--- src/rtl/timer_pkg.sv ---
package timer_pkg;

    typedef enum logic [0:0] {
        ST_STOPPED = 1'b0,
        ST_RUNNING = 1'b1
    } tmr_state_e;

    typedef enum logic [1:0] {
        RATE_FAST = 2'd0,
        RATE_SLOW = 2'd1,
        RATE_LINE = 2'd2,
        RATE_EXT  = 2'd3
    } rate_sel_e;

    localparam logic [1:0] ADDR_CTRL = 2'd0;
    localparam logic [1:0] ADDR_HOLD = 2'd1;
    localparam logic [1:0] ADDR_CNT  = 2'd2;

    localparam int CTL_RUN  = 0;
    localparam int CTL_SEL  = 1;
    localparam int CTL_POL  = 3;
    localparam int CTL_UP   = 4;
    localparam int CTL_IE   = 6;
    localparam int CTL_DONE = 7;

endpackage

--- src/rtl/timer_sync_edge.sv ---
module timer_sync_edge #(
    parameter int STAGES = 2
) (
    input  logic clk,
    input  logic rst_n,
    input  logic d_async,
    output logic rise
);
    localparam int LAST = STAGES;

    // chain[0..STAGES-1] synchronize, chain[LAST] holds the previous level
    logic [LAST:0] chain;

    always_ff @(posedge clk or negedge rst_n) begin
        if (!rst_n) chain <= '0;
        else        chain <= {chain[LAST-1:0], d_async};
    end

    assign rise = chain[LAST-1] & ~chain[LAST];
endmodule

--- src/rtl/timer_rate_mux.sv ---
module timer_rate_mux
    import timer_pkg::*;
(
    input  rate_sel_e sel,
    input  logic      tick_fast,
    input  logic      tick_slow,
    input  logic      tick_line,
    input  logic      ext_rise,
    output logic      tick
);
    always_comb begin
        unique case (sel)
            RATE_FAST: tick = tick_fast;
            RATE_SLOW: tick = tick_slow;
            RATE_LINE: tick = tick_line;
            RATE_EXT:  tick = ext_rise;
        endcase
    end
endmodule

--- src/rtl/timer_core.sv ---
module timer_core
    import timer_pkg::*;
#(
    parameter int CNT_W = 16
) (
    input  logic             clk,
    input  logic             rst_n,
    input  logic             init,
    input  logic             start_req,
    input  logic             halt_req,
    input  logic             hold_we,
    input  logic [CNT_W-1:0] hold_wdata,
    input  logic             repeat_pol,
    input  logic             dir_up,
    input  logic             tick,
    output logic [CNT_W-1:0] cnt_q,
    output logic [CNT_W-1:0] hold_q,
    output logic             running,
    output logic             wrap_evt
);
    localparam logic [CNT_W-1:0] CNT_MAX = {CNT_W{1'b1}};
    localparam logic [CNT_W-1:0] CNT_ONE = {{(CNT_W-1){1'b0}}, 1'b1};

    tmr_state_e state_q, state_d;
    logic       at_limit;
    logic       step;

    assign at_limit = dir_up ? (cnt_q == CNT_MAX) : (cnt_q == '0);
    assign step     = (state_q == ST_RUNNING) && !halt_req && tick;
    assign wrap_evt = step && at_limit;
    assign running  = (state_q == ST_RUNNING);

    // Next-state: START, HALT, SHOT; RELOAD stays in RUNNING
    always_comb begin
        state_d = state_q;
        unique case (state_q)
            ST_STOPPED: if (start_req) state_d = ST_RUNNING;
            ST_RUNNING: begin
                if (halt_req)                     state_d = ST_STOPPED;
                else if (wrap_evt && !repeat_pol) state_d = ST_STOPPED;
            end
        endcase
    end

    always_ff @(posedge clk or negedge rst_n) begin
        if (!rst_n)    state_q <= ST_STOPPED;
        else if (init) state_q <= ST_STOPPED;
        else           state_q <= state_d;
    end

    // Datapath outputs of the sequencer
    always_ff @(posedge clk or negedge rst_n) begin
        if (!rst_n) begin
            cnt_q  <= '0;
            hold_q <= '0;
        end else if (init) begin
            cnt_q  <= '0;
            hold_q <= '0;
        end else begin
            if ((state_q == ST_STOPPED) && start_req) begin
                cnt_q <= hold_q;
            end else if (step) begin
                if (at_limit)    cnt_q <= repeat_pol ? hold_q : '0;
                else if (dir_up) cnt_q <= cnt_q + CNT_ONE;
                else             cnt_q <= cnt_q - CNT_ONE;
            end
            if (hold_we)                      hold_q <= hold_wdata;
            else if (wrap_evt && !repeat_pol) hold_q <= '0;
        end
    end
endmodule

--- src/rtl/interval_timer.sv ---
module interval_timer
    import timer_pkg::*;
#(
    parameter int CNT_W       = 16,
    parameter int BUS_W       = 16,
    parameter int SYNC_STAGES = 2
) (
    input  logic             clk,
    input  logic             rst_n,
    input  logic             init,
    input  logic [1:0]       bus_addr,
    input  logic             bus_wr,
    input  logic [BUS_W-1:0] bus_wdata,
    output logic [BUS_W-1:0] bus_rdata,
    input  logic             tick_fast,
    input  logic             tick_slow,
    input  logic             tick_line,
    input  logic             ext_in,
    output logic             irq
);
    rate_sel_e        sel_q;
    logic             mode_q, up_q, ie_q, done_q;
    logic             ctrl_we, hold_we, start_req, halt_req;
    logic             ext_rise, tick_sel;
    logic [CNT_W-1:0] cnt_q, hold_q;
    logic             running, wrap_evt;

    assign ctrl_we   = bus_wr && (bus_addr == ADDR_CTRL);
    assign hold_we   = bus_wr && (bus_addr == ADDR_HOLD);
    assign start_req = ctrl_we &&  bus_wdata[CTL_RUN];
    assign halt_req  = ctrl_we && !bus_wdata[CTL_RUN];

    timer_sync_edge #(.STAGES(SYNC_STAGES)) u_sync (
        .clk     (clk),
        .rst_n   (rst_n),
        .d_async (ext_in),
        .rise    (ext_rise)
    );

    timer_rate_mux u_mux (
        .sel       (sel_q),
        .tick_fast (tick_fast),
        .tick_slow (tick_slow),
        .tick_line (tick_line),
        .ext_rise  (ext_rise),
        .tick      (tick_sel)
    );

    timer_core #(.CNT_W(CNT_W)) u_core (
        .clk        (clk),
        .rst_n      (rst_n),
        .init       (init),
        .start_req  (start_req),
        .halt_req   (halt_req),
        .hold_we    (hold_we),
        .hold_wdata (bus_wdata[CNT_W-1:0]),
        .repeat_pol (mode_q),
        .dir_up     (up_q),
        .tick       (tick_sel),
        .cnt_q      (cnt_q),
        .hold_q     (hold_q),
        .running    (running),
        .wrap_evt   (wrap_evt)
    );

    always_ff @(posedge clk or negedge rst_n) begin
        if (!rst_n) begin
            sel_q  <= RATE_FAST;
            mode_q <= 1'b0;
            up_q   <= 1'b0;
            ie_q   <= 1'b0;
            done_q <= 1'b0;
        end else if (init) begin
            sel_q  <= RATE_FAST;
            mode_q <= 1'b0;
            up_q   <= 1'b0;
            ie_q   <= 1'b0;
            done_q <= 1'b0;
        end else begin
            if (ctrl_we) begin
                sel_q  <= rate_sel_e'(bus_wdata[CTL_SEL +: 2]);
                mode_q <= bus_wdata[CTL_POL];
                up_q   <= bus_wdata[CTL_UP];
                ie_q   <= bus_wdata[CTL_IE];
            end
            if (wrap_evt)     done_q <= 1'b1;
            else if (ctrl_we) done_q <= 1'b0;
        end
    end

    always_comb begin
        bus_rdata = '0;
        unique case (bus_addr)
            ADDR_CTRL: begin
                bus_rdata[CTL_RUN]        = running;
                bus_rdata[CTL_SEL +: 2]   = sel_q;
                bus_rdata[CTL_POL]        = mode_q;
                bus_rdata[CTL_UP]         = up_q;
                bus_rdata[CTL_IE]         = ie_q;
                bus_rdata[CTL_DONE]       = done_q;
            end
            ADDR_CNT: bus_rdata[CNT_W-1:0] = cnt_q;
            default: ;
        endcase
    end

    assign irq = done_q & ie_q;
endmodule

--- config.mk ---
export PLATFORM = sky130hd
export DESIGN_NAME = interval_timer
export DESIGN_NICKNAME = d
export VERILOG_FILES = /design/src/rtl/timer_pkg.sv /design/src/rtl/timer_sync_edge.sv /design/src/rtl/timer_rate_mux.sv /design/src/rtl/timer_core.sv /design/src/rtl/interval_timer.sv
export SDC_FILE = /design/constraint.sdc
export NUM_CORES = 1
export LEC_CHECK = 0
export CAP_MARGIN = 20
export CORE_MARGIN = 2
export CORE_UTILIZATION = 55
export DETAILED_ROUTE_END_ITERATION = 12
export HOLD_SLACK_MARGIN = 0.1
export PLACE_DENSITY = 0.85
export SETUP_SLACK_MARGIN = 0.3
export SYNTH_ARGS = -nofsm -noshare
export SYNTH_HDL_FRONTEND = slang
export SYNTH_SLANG_ARGS = --single-unit
--- constraint.sdc ---
create_clock -name clk -period 6.43 [get_ports clk]
set_input_delay 1.929 -clock clk [delete_from_list [all_inputs] [get_ports clk]]
set_output_delay 1.929 -clock clk [all_outputs]
set_load 0.02 [all_outputs]
==> results by group, run 1 <==
Die
  – Site row count: 25
  – DIE WIDTH: 74.5 um
  – Die height: about 74 um
  – Initial Util: 0.574
  – # IOs: 43
  – CORE AREA: approximately 0.0048 mm^2
  – Die area: about 0.0055 mm^2

Synthesis
  – Commonest cells in the synthesized netlist: 42 x dfrtp_1, 27 x nor2_1, 19 x a21oi_1
  – #FFs+latches synth: between 40 and 50
  – Post-synth cell types: 58
  – Cell count after synthesis: between 200 and 300
  – Top cells by area, synth: dfrtp_1 38%, ha_1 6.4%, a22o_1 5.1%
  – Asr flop ratio synth: 1.00
  – Post-Syn Area: 0.00273 mm^2
  – Most common cell in the synthesized netlist: dfrtp_1
  – Seq/Total Area, Yosys: 0.385
  – Post-synth top area cell: dfrtp_1
  – Synth top area share: 0.385
  – Mapped Avg Cell Area: around 9.6 um^2
  – Number of flops mapped to enable cells by yosys: 0
  – Top_reg_cell synth: dfrtp_1
  – Syn nets: approximately 330
  – Warnings from Yosys: 0

Layout
  – Number of antenna diodes: 0
  – Area Overhead vs Synth: 21.2%
  – Final Util: 0.696
  – Share of layout cells above drive strength 1: 0.0673
  – Fillers: slightly below 400
  – Nets: between 300 and 400
  – Cell Count, Final, Fillers Out: between 300 and 400

STA
  – Hold WS: around 0.36 ns
  – Max-slew headroom: 0.391
  – Final setup vio count: 0
  – RSZ-0062 raised after global routing: false
  – Tmin final: just under 6 ns
  – Worst-margin pin slew: about 0.9 ns
  – Setup TNS: 0 ns
  – Period utilization: 0.913
  – Worst-case clock skew: 0.00988 ns
  – Hold Fails Final Rpt: 0
  – Slew Viols, Final: 0
  – Peak Freq: roughly 170 MHz

Critical path
  – WS Path Type: input port to output port
  – Critical Path AT: ~4 ns
  – R2R Path Start: up_q$_DFFE_PN0P_
  – CP startpoint kind: input port
  – Worst setup EP type: output port
  – Critical Path End: bus_rdata[12]
  – Crit path launch: bus_addr[0]
  – Max stage delay on crit path: ~0.6 ns
  – Worst-path cell chain: clkdlybuf4s50_1 > nor2b_1 > and2_1 > clkdlybuf4s50_1
  – R2r setup slk: ~3.5 ns
  – Reg-to-reg endpoint: u_core.cnt_q[10]$_DFFE_PN0P_
  – Reg2reg path depth: 9
  – Critical Path Most Common Cell: clkdlybuf4s50_1
  – Worst EP required: ~4.5 ns
  – Slowest CP cell: nor2b_1
  – CP max FO: 10

Clock network
  – CTS Hold Bufs: 0
  – Clk slew on worst S/H paths: 0.08 ns
  – Clock root buffer: clkbuf_8
  – CTS tree: done
  – CTS Sinks: 42
  – H-tree Lvls: 2
  – Post_cts resized: 0
  – Setup Buffers After CTS: 0
  – Clk buf depth: 2
  – Worst skew pair latency: about 0.30 ns
  – CTS Buf Count: 5

Detailed routing
  – Initial detailed-routing violation count: about 260
  – ANT nets after route: 0
  – Vias per inst: 6.07
  – Final wirelength: just under 7000 um
  – Vias: 2390
  – First-pass iteration count of the detailed router: 5
  – Drt drc: 0
  – Per-cell routed wire length: between 15 and 20 um

Global routing
  – First-pass GRT wire length: between 10000 and 15000 um
  – Initial antenna violation count: 0
  – GR Util All Layers: 0.267
  – GRT overflow: 0
  – Pin count of the biggest net entering global routing: between 40 and 50
  – Via count of the first global-routing pass: 2293

Run
  – Maxcap violations: 0

Place
  – GPL Wtd Cong: ~0.88
  – Detail Placement HPWL: 4920 um
  – Placed Cells: approximately 380
  – I/O Buffers: 42

Power
  – P_int: ~0.00083 W
  – Logic pwr share: 0.604
  – Power, Total: 0.00148 W
  – Seq pwr share: 0.257
  – Sw Share: 0.439
  – Peak supply drop: 275 uV
  – Cell Pwr Density: about 450 mW/mm^2
  – Clk pwr share: 0.139
  – Switching power: between 0.0006 and 0.0007 W
  – Lkg Pwr: 1.49 nW

Status
  – Status: finished clean

Min path
  – Hold Crit Class: register to register
[cell families after synthesis]
kind of cell               count (synthesis)  synth area share
adders and majority gates                 15            0.0715
xor gates and xnor gates                  14            0.0449
DFF                                       42             0.385
buffers and inverters                     16            0.0316
and+or+nand+nor                           93             0.187
muxes                                     13            0.0486
AOI/OAI and AO/OA                         91             0.231
[registers in the layout, summed over array words and instances (netlist names)]
register        flops
u_core.cnt_q       16
u_sync.chain        3
up_q                1
mode_q              1
ie_q                1
done_q              1
u_core.hold_q      16
sel_q               2
u_core.running      1
[area by class of cell]
cell class | instances | area [um^2] | area share
Inverter | 4 | 15.0 | 0.00454
Clock inverter | 1 | 30.0 | 0.00907
Sequential cell | 42 | 1050 | 0.318
Multi-Input combinational cell | 226 | 1590 | 0.481
Tap cell | 67 | 83.8 | 0.0253
Clock buffer | 7 | 76.3 | 0.0231
Timing Repair Buffer | 47 | 460 | 0.139
[metal layers]
layer,vias up,wire length (um),GRT usage
li1,1141,-,-
met3,10,403,0.0474
met5,-,0,0
met2,83,3290,0.455
met4,0,99,0.0734
met1,1156,3030,0.352
[critical path, delay by kind of cell]
| family | cells | cell delay [ns] |
|---|---|---|
| and+or+nand+nor | 2 | 0.82 |
| buffers and inverters | 2 | 1.18 |
[placed cells by master (no fill, tap or decap), types with 4 or more instances in the layout]
cell type	n
clkbuf_8	5
xnor2_1	5
mux2i_1	11
nand4_1	4
and2_1	10
dfrtp_1	42
a21o_1	6
o21ai_0	8
o21ai_1	13
ha_1	14
clkdlybuf4s50_1	41
inv_1	4
a22o_1	16
a21oi_1	19
nor2b_1	5
a22oi_1	11
nand2_1	12
nand2b_1	4
nand3_1	6
nor2_1	27
xor2_1	9
a221o_1	4
nor3_1	5
[worst min path at each step]
stage / start / end / cells past startpoint
6_report: u_sync.chain[0]$_DFF_PN0_ / u_sync.chain[1]$_DFF_PN0_ / 0
5_1_grt: u_sync.chain[0]$_DFF_PN0_ / u_sync.chain[1]$_DFF_PN0_ / 0
4_1_cts: u_sync.chain[0]$_DFF_PN0_ / u_sync.chain[1]$_DFF_PN0_ / 0
3_5_place_dp: u_sync.chain[0]$_DFF_PN0_ / u_sync.chain[1]$_DFF_PN0_ / 0
3_3_place_gp: u_sync.chain[0]$_DFF_PN0_ / u_sync.chain[1]$_DFF_PN0_ / 0
2_1_floorplan: u_sync.chain[0]$_DFF_PN0_ / u_sync.chain[1]$_DFF_PN0_ / 0
[power by group through the flow]
stage	Sequential, W	Combinational (W)	Clock, W
6_report	0.000379	0.000894	0.000205
5_1_grt	0.000387	0.000982	0.000222
3_5_place_dp	0.000381	0.000872	0
4_1_cts	0.000377	0.000879	0.000207
2_1_floorplan	0.000356	0.000697	0
3_3_place_gp	0.000381	0.000849	0
[per-stage QoR]
step | setup WS (ns) | cell area, um^2
3_5_place_dp | 0.588 | 3180
6_report | 0.562 | 3310
3_3_place_gp | 0.666 | 3180
5_1_grt | 0.444 | 3310
2_1_floorplan | 1.84 | 2730
4_1_cts | 0.584 | 3290
Power figures use the tool's default switching activity.
==> run 2: changes to the inputs <==
Settings changed: SYNTH_HIERARCHICAL from default to 1.
==> results by group, run 2 <==
Status
  – Status: finished clean

Die
  – CORE AREA: 0.00482 mm^2 (+1.3%)
  – # IOs: 43 (unchanged)
  – DIE WIDTH: 75.2 um (+1.0%)
  – Site row count: 25 (unchanged)
  – Initial Util: 0.579 (+0.00475)
  – Die area: 0.00566 mm^2 (+2.0%)
  – Die height: 75.2 um (+1.0%)

STA
  – Peak Freq: 177 MHz (+3.9%)
  – Setup TNS: 0 ns (unchanged)
  – RSZ-0062 raised after global routing: false
  – Period utilization: 0.879 (-0.0339)
  – Slew Viols, Final: 0 (unchanged)
  – Max-slew headroom: 0.351 (-0.0392)
  – Worst-margin pin slew: 0.969 ns (+0.0553 ns)
  – Tmin final: 5.65 ns (-0.218 ns)
  – Final setup vio count: 0 (unchanged)
  – Hold Fails Final Rpt: 0 (unchanged)
  – PnR worst setup slack: 0.781 ns (+0.218 ns)
  – Worst-case clock skew: 0.00755 ns (-0.00233 ns)

Clock network
  – CTS Hold Bufs: 0 (unchanged)
  – Worst skew pair latency: 0.30 ns (about the same)
  – H-tree Lvls: 2 (unchanged)
  – CTS Sinks: 42 (unchanged)
  – Clk buf depth: 2 (unchanged)
  – Post_cts resized: 0 (unchanged)
  – CTS Buf Count: 5 (unchanged)
  – Clk slew on worst S/H paths: 0.07 ns (about the same)
  – Setup Buffers After CTS: 0 (unchanged)
  – CTS tree: done
  – Clock root buffer: clkbuf_8

Synthesis
  – XOR/XNOR Fraction of Synth Area: 0.0440 (-0.000947)
  – Largest family of logic cells by synthesized area: compound AO/OA/AOI/OAI gates
  – Top_reg_cell synth: dfrtp_1
  – Synth top area share: 0.377 (-0.00812)
  – Post-Syn Area: 0.00279 mm^2 (+2.2%)
  – Most common cell in the synthesized netlist: dfrtp_1
  – Top cells by area, synth: dfrtp_1 38%, ha_1 6.3%, a22o_1 5.0%
  – Mapped Avg Cell Area: 9.96 um^2 (+3.6%)
  – Post-synthesis mux area share: 0.0511 (+0.00256)
  – Seq/Total Area, Yosys: 0.377 (-0.00812)
  – Asr flop ratio synth: 1.00 (unchanged)
  – Synth Area in Compound Gates: 0.241 (+0.00948)
  – Warnings from Yosys: 6 (+6)
  – #FFs+latches synth: 42 (unchanged)
  – Number of flops mapped to enable cells by yosys: 0 (unchanged)
  – Synth Area in Adders: 0.0700 (-0.00151)
  – Post-synth cell types: 55 (-5.2%)
  – Synth Area in Simple Gates: 0.173 (-0.0138)
  – Syn nets: 321 (-1.2%)
  – Post-synth top area cell: dfrtp_1
  – Cell count after synthesis: 280 (-1.4%)
  – Commonest cells in the synthesized netlist: 42 x dfrtp_1, 16 x a22o_1, 16 x o21ai_0

Run
  – Maxcap violations: 0 (unchanged)

Place
  – Detail Placement HPWL: 4960 um (+0.84%)
  – I/O Buffers: 42 (unchanged)
  – GPL Wtd Cong: 0.886 (+0.36%)
  – Pre-CTS setup slack: 0.731 ns (+0.143 ns)
  – Area after DPL: 0.00323 mm^2 (+1.7%)
  – Placed Cells: 380 (-1.0%)

Critical path
  – Worst setup EP type: output port
  – CP startpoint kind: input port
  – Crit-path leading delay family: buffers and inverters
  – Slowest CP cell: clkdlybuf4s50_1
  – Worst EP required: 4.50 ns (about the same)
  – CP bufs+invs: 2 (unchanged)
  – Critical Path AT: 3.72 ns (-0.22 ns)
  – Max stage delay on crit path: 0.60 ns (about the same)
  – CP max FO: 9 (-1)
  – Critical Path Most Common Cell: clkdlybuf4s50_1
  – WS Path Type: input port to output port
  – Worst-path cell chain: clkdlybuf4s50_1 > nor2b_1 > and2_1 > clkdlybuf4s50_1

Power
  – Cell Pwr Density: 224 mW/mm^2 (-50%)
  – Lkg Pwr: 1.58 nW (+6.0%)
  – P_int: 0.000539 W (-35%)
  – Seq pwr share: 0.381 (+0.124)
  – Logic pwr share: 0.284 (-0.320)
  – Peak supply drop: 162 uV (-41%)
  – Switching power: 0.000223 W (-66%)
  – Clk pwr share: 0.335 (+0.196)
  – Sw Share: 0.292 (-0.147)

Layout
  – Final Util: 0.705 (+0.00914)
  – Most common cell after layout, fill and taps aside: dfrtp_1
  – Largest registers: u_core/cnt_q: 16 flops, u_core/hold_q: 16 flops, u_sync/chain: 3 flops
  – Area Overhead vs Synth: 21.8%
  – Number of antenna diodes: 0 (unchanged)
  – Share of layout cells above drive strength 1: 0.0836 (+0.0163)
  – Commonest non-fill, non-tap cells in the layout: 42 x dfrtp_1, 41 x clkdlybuf4s50_1, 16 x o21ai_0, 16 x a22o_1
  – Nets: 363 (-1.1%)
  – Cell Count, Final, Fillers Out: 390 (-1.0%)
  – Final Instance Area: 0.00340 mm^2 (+2.6%)

Global routing
  – Pin count of the biggest net entering global routing: 43 (unchanged)
  – GR Util All Layers: 0.268 (+0.000390)
  – Via count of the first global-routing pass: 2242 (-2.2%)
  – Initial antenna violation count: 0 (unchanged)
  – GRT overflow: 0 (unchanged)
  – First-pass GRT wire length: 11300 um (+0.99%)

Detailed routing
  – Initial detailed-routing violation count: 254 (-2.7%)
  – Vias: 2401 (+0.46%)
  – Per-cell routed wire length: 17.4 um (+0.51%)
  – Final wirelength: 6790 um (-0.51%)
  – First-pass iteration count of the detailed router: 6 (+1)
  – ANT nets after route: 0 (unchanged)
  – Drt drc: 0 (unchanged)
  – Vias per inst: 6.16 (+1.5%)

Min path
  – Hold Crit Class: register to register
==> run 2: kinds of logic (layout without fill, tap and decap cells) <==
logic type / Yosys count / in the layout
AO/OA/AOI/OAI: 89 / 89
AND/OR/NAND/NOR: 83 / 83
flip-flops: 42 / 42
buffers and inverters: 24 / 67
adder cells (fa/ha/maj): 15 / 15
XOR/XNOR: 14 / 14
multiplexers: 13 / 13
==> run 2: per-stage QoR <==
stage                     total power, W  hold slack, ns
after CTS                       0.000764           0.367
after detailed placement        0.000504           0.350
final                           0.000762           0.361
after global routing            0.000805           0.383
after global placement          0.000499           0.338
after floorplan                 0.000444           0.331
==> run 2: power by group through the flow <==
stage	sequential [W]	combinational (W)	clock, W
CTS	0.000290	0.000213	0.000261
finish	0.000290	0.000217	0.000255
floorplan	0.000289	0.000154	0
global route	0.000292	0.000238	0.000275
global placement	0.000294	0.000205	0
detailed placement	0.000295	0.000209	0
==> run 2: worst paths after layout <==
path,startpoint,end,slack [ns],depth (start not counted)
min in group asynchronous,rst_n,u_sync/chain[2]$_DFF_PN0_,1.77,1
max reg2reg,up_q$_DFFE_PN0P_,u_core/cnt_q[9]$_DFFE_PN0P_,3.50,9
max,bus_addr[1],bus_rdata[13],0.78,4
max in group asynchronous,rst_n,u_core/cnt_q[11]$_DFFE_PN0P_,4.10,1
min,u_sync/chain[0]$_DFF_PN0_,u_sync/chain[1]$_DFF_PN0_,0.36,0
min reg2reg,u_sync/chain[0]$_DFF_PN0_,u_sync/chain[1]$_DFF_PN0_,0.36,0
==> run 2: final cells by class <==
type / count / area, um^2
clock buffers: 6 / 82.6
clock inverters: 2 / 60.1
flip-flops and latches: 42 / 1050
fillers: 366 / 1420
inverters: 12 / 45.0
repair buffers: 47 / 459
multi-input cells: 214 / 1620
well taps: 67 / 83.8
==> run 2: layer usage <==
metal / up-vias / global-route usage / part of all wire
met5: - / 0 / 0
met4: 0 / 0.0741 / 0.012
met3: 8 / 0.0415 / 0.059
met2: 98 / 0.400 / 0.47
met1: 1157 / 0.408 / 0.46
li1: 1138 / - / -
